==> src/rtl/term_mmio.sv <==
module term_mmio #(
  parameter logic [31:0] BASE      = 32'hFFFF_0000,
  parameter int          TX_CYCLES = 6,
  parameter bit          USE_ACK   = 1'b0
) (
  input  logic        clk,
  input  logic        rst_n,
  input  logic [31:0] bus_addr,
  input  logic        bus_rd,
  input  logic        bus_wr,
  input  logic [31:0] bus_wdata,
  output logic [31:0] bus_rdata,
  input  logic        kbd_valid,
  input  logic [7:0]  kbd_byte,
  output logic        disp_valid,
  output logic [7:0]  disp_byte,
  input  logic        disp_ack,
  output logic        irq
);
  localparam int CW = (TX_CYCLES > 1) ? $clog2(TX_CYCLES) : 1;

  logic          rx_rdy, rx_ie, tx_rdy, tx_ie;
  logic [7:0]    rx_buf;
  logic [CW-1:0] cnt;

  wire       hit = (bus_addr[31:4] == BASE[31:4]) && (bus_addr[1:0] == 2'b00);
  wire [1:0] idx = bus_addr[3:2];

  wire rd_rxd = bus_rd & hit & (idx == 2'd1);
  wire wr_rxc = bus_wr & hit & (idx == 2'd0);
  wire wr_txc = bus_wr & hit & (idx == 2'd2);
  wire wr_txd = bus_wr & hit & (idx == 2'd3);

  wire tx_done = USE_ACK ? disp_ack : (cnt == '0);

  wire unused_wdata = ^bus_wdata[31:8];

  always_ff @(posedge clk or negedge rst_n) begin
    if (!rst_n) begin
      rx_rdy <= 1'b0;
      rx_buf <= 8'h00;
    end else if (kbd_valid) begin
      rx_rdy <= 1'b1;
      rx_buf <= kbd_byte;
    end else if (rd_rxd) begin
      rx_rdy <= 1'b0;
    end
  end

  always_ff @(posedge clk or negedge rst_n) begin
    if (!rst_n) begin
      rx_ie <= 1'b0;
      tx_ie <= 1'b0;
    end else begin
      if (wr_rxc) rx_ie <= bus_wdata[1];
      if (wr_txc) tx_ie <= bus_wdata[1];
    end
  end

  always_ff @(posedge clk or negedge rst_n) begin
    if (!rst_n) begin
      tx_rdy    <= 1'b1;
      disp_byte <= 8'h00;
      cnt       <= '0;
    end else if (tx_rdy) begin
      if (wr_txd) begin
        tx_rdy    <= 1'b0;
        disp_byte <= bus_wdata[7:0];
        cnt       <= CW'(TX_CYCLES - 1);
      end
    end else if (tx_done) begin
      tx_rdy <= 1'b1;
    end else if (!USE_ACK) begin
      cnt <= cnt - 1'b1;
    end
  end

  always_comb begin
    bus_rdata = 32'h0;
    if (bus_rd && hit) begin
      case (idx)
        2'd0:    bus_rdata = {30'h0, rx_ie, rx_rdy};
        2'd1:    bus_rdata = {24'h0, rx_buf};
        2'd2:    bus_rdata = {30'h0, tx_ie, tx_rdy};
        default: bus_rdata = 32'h0;
      endcase
    end
  end

  assign disp_valid = ~tx_rdy;
  assign irq        = (rx_ie & rx_rdy) | (tx_ie & tx_rdy);
endmodule

==> config.mk <==
export PLATFORM = sky130hd
export DESIGN_NAME = term_mmio
export DESIGN_NICKNAME = d
export VERILOG_FILES = /design/src/rtl/term_mmio.sv
export SDC_FILE = /design/constraint.sdc
export NUM_CORES = 1
export LEC_CHECK = 0
export BUFFER_PORTS_ARGS = -buffer_cell sky130_fd_sc_hd__buf_2
export CAP_MARGIN = 0
export CORE_MARGIN = 4
export CORE_UTILIZATION = 34
export DETAILED_ROUTE_END_ITERATION = 7
export PLACE_DENSITY = 0.76
export RECOVER_POWER = 50
export SETUP_SLACK_MARGIN = 0.4
export SYNTH_ARGS = -nofsm -noshare
export SYNTH_HDL_FRONTEND = slang
export SYNTH_SLANG_ARGS = --single-unit
==> constraint.sdc <==
create_clock -name clk -period 2.36 [get_ports clk]
set_input_delay 0.472 -clock clk [delete_from_list [all_inputs] [get_ports clk]]
set_output_delay 0.472 -clock clk [all_outputs]
set_load 0.005 [all_outputs]
==> flow_summary.json <==
{
  "cp_slowest_cell": "or4_4",
  "core.rowCount": 23,
  "rsz0062_at_grt": "yes",
  "first_pass_iters": 2,
  "fin_crit_sh_pct": 99.9,
  "critPathMaxStageDelay_ns": 0.54,
  "period_needed_ns": 2.36,
  "syn_inst": 128,
  "cp.depth": 7,
  "critPathTopFamily": "simple AND/OR/NAND/NOR gates",
  "drc_errors": 0,
  "crit_start": "bus_addr[0]",
  "synth-seq-area-share_pct": 41.1,
  "critPathLaunchType": "input pin",
  "slew_headroom_pct": 17.4,
  "synth.avg_cell_area_um2": 11.0,
  "ys_types": 34,
  "num_antenna_cells": 0,
  "clkLatencyLatePin_ns": 0.26,
  "finalNetCount": 288,
  "hpwl_mm": 2.51,
  "initialDrtViolationCount": 19,
  "worstReg2RegStart": "tx_rdy$_DFF_PN1_",
  "cts.htree.levels": 1,
  "synth-xor-area-share_pct": 0.624,
  "fillers": 409,
  "power_w": 0.000748,
  "cp-end-kind": "primary output",
  "muxShareOfSynthArea_pct": 17.8,
  "slew_violations": 0,
  "synthArstFlopShare_pct": 100,
  "min_path_type": "in2reg",
  "cts_buffers": 3,
  "dp_slack_ns": -0.105,
  "vias": 1156,
  "synthAdderAreaFrac_pct": 1.78,
  "cts_sinks": 23,
  "ys.flop_type": "dfrtp_1",
  "postCtsHoldBufs": 0,
  "gp_congestion": 0.727,
  "synth_enable_flop_cells": 0,
  "vias_per_cell": 4.50,
  "setup_viol": 0,
  "synth_area_leaders": "dfrtp_1 (39%), buf_4 (13%), mux2_2 (8.8%)",
  "vdd_ir_drop_max_mv": 0.293,
  "netlist.top_cell.by_area": "dfrtp_1",
  "antenna_found_initial": 0,
  "cts_buffer_depth": 2,
  "fmax_ghz": 0.424,
  "clk_pin_slew_worst_paths_ns": 0.08,
  "tightest_slew_ns": 1.24,
  "cts-root-buf": "clkbuf_8",
  "powerDensity_nw_per_um2": 397,
  "first_global_vias": 1209,
  "fp.dieW_um": 72.2,
  "core_um2": 4000,
  "grt_first_pass_wirelength_mm": 4.97,
  "arrival_ns": 1.89,
  "synth-compound-area-share_pct": 3.84,
  "drive_gt1_share_pct": 52.7,
  "synth_simple_gate_area_share_pct": 18.2,
  "ys_ff_latch": 23,
  "grt_usage_pct": 12.1,
  "crit_chain": "buf_6 -> nand4b_1 -> or4_4 -> nor4b_4 -> buf_4 -> and2_1 -> buf_2",
  "ant_nets": 0,
  "synth_top_family_by_area": "simple AND/OR/NAND/NOR gates",
  "cap_violations": 0,
  "ys_warn_count": 0,
  "grt_max_degree": 24,
  "netlist.area_leader.share_pct": 39.3,
  "wl_per_cell_um": 12.0,
  "ys_top_cells_by_count": "buf_4 (24), dfrtp_1 (22), mux2_2 (11)",
  "layout_setup_ws_ns": 0.00272,
  "netlist_area_um2": 1400,
  "finalClockSkew_ns": 0.00318,
  "die_h_um": 72.2,
  "synth_most_common_cell": "buf_4",
  "reg2reg_depth": 4,
  "tritoncts": "done",
  "finalHoldViolCount": 0,
  "critPathMaxFanout": 7,
  "grt_overflow": 0,
  "crit_buf_inv": 3,
  "worstSetupPathType": "in2out",
  "syn2layout_area_growth_pct": 34.3,
  "io_buffers": 70,
  "worstPathRequired_ns": 1.89,
  "initial_core_util_pct": 35.1,
  "status": "finished, final reports clean",
  "rrSetupSlack_ns": 0.70,
  "rr_endpoint": "disp_byte[0]$_DFFE_PN0P_",
  "power.leakage_nw": 1.05,
  "wirelength_mm": 3.08,
  "cp-endpoint": "bus_rdata[3]",
  "die_area_um2": 5220,
  "io_pins": 120
}
==> worst min-delay path by stage <==
stage | from | cells after the start | end
2_1_floorplan | rst_n | 0 | cnt[0]$_DFFE_PN0P_
3_3_place_gp | rst_n | 1 | cnt[1]$_DFFE_PN0P_
3_5_place_dp | rst_n | 1 | cnt[1]$_DFFE_PN0P_
4_1_cts | rst_n | 1 | cnt[1]$_DFFE_PN0P_
5_1_grt | bus_wdata[3] | 2 | disp_byte[3]$_DFFE_PN0P_
6_report | bus_wdata[3] | 2 | disp_byte[3]$_DFFE_PN0P_
==> stage by stage <==
step / std cells / area, um^2 / hold slack, ns / TNS, ns / util [%]
3_5_place_dp: 251 / 1780 / 0.485 / -0.638 / 44.5
3_3_place_gp: 251 / 1780 / 0.476 / -0.577 / 44.5
5_1_grt: 257 / 1880 / 0.419 / -0.514 / 47.1
4_1_cts: 257 / 1870 / 0.186 / -0.0756 / 46.8
6_report: 257 / 1880 / 0.431 / 0 / 47.1
2_1_floorplan: 151 / 1500 / 0.176 / 0 / -
==> worst register-to-register path, cell delays in order, from the launching register on <==
cell and delay, ns:
dfstp_2 0.60, nand3_1 0.15, nor4_4 0.28, buf_12 0.18
mux2_2 0.33
==> area by class of cell <==
type,count,area (um^2),share of cell area [%]
multi-input combinational,93,724,38.4
sequential,23,577,30.6
timing repair buffer,80,448,23.8
tap,50,62.6,3.32
clock buffer,3,41.3,2.19
inverter,7,26.3,1.39
clock inverter,1,5.00,0.266
==> report_power, final <==
part,leakage (nW),internal [W],switching (W)
logic,0.737,0.0000511,0.0000430
clock network,0.0255,0.000118,0.000122
registers,0.284,0.000408,0.00000624
total,1.05,0.000576,0.000171
==> sequential cells by signal (all words and copies together), names as in the netlist <==
signal	count
rx_ie	1
tx_rdy	1
cnt	3
disp_byte	8
tx_ie	1
rx_rdy	1
rx_buf	8
==> kinds of logic after synthesis <==
logic type / count (synthesis)
DFF: 23
xor gates and xnor gates: 1
muxes: 20
other: 1
and+or+nand+nor: 38
buffers and inverters: 35
AOI/OAI and AO/OA: 8
adders and majority gates: 2
==> what timing repair did <==
action                     4_1_cts  5_1_grt
setup buffers                    2        0
setup endpoints to repair       18       18
gates resized for setup          6        3
pin swaps                        3        0
==> metal layers <==
| layer | share of wire [%] | GRT usage (%) | vias to the layer above |
|---|---|---|---|
| met3 | 8.0 | 4.02 | 6 |
| met4 | 1.0 | 3.76 | 0 |
| li1 | - | - | 552 |
| met2 | 54 | 22.1 | 46 |
| met1 | 37 | 13.0 | 552 |
| met5 | 0 | 0 | - |
==> layout by cell type (no fill, tap or decap), types with 3 or more instances in the layout <==
cell / instances
buf_2: 66
conb_1: 24
dfrtp_1: 22
mux2_2: 11
buf_4: 9
and2_1: 8
inv_1: 7
mux2_4: 7
nor2_1: 4
nand4b_1: 3
nand4_1: 3
nand2_1: 3
nand3_1: 3
clkbuf_8: 3
Note: power is estimated with default switching activity, not from simulation.
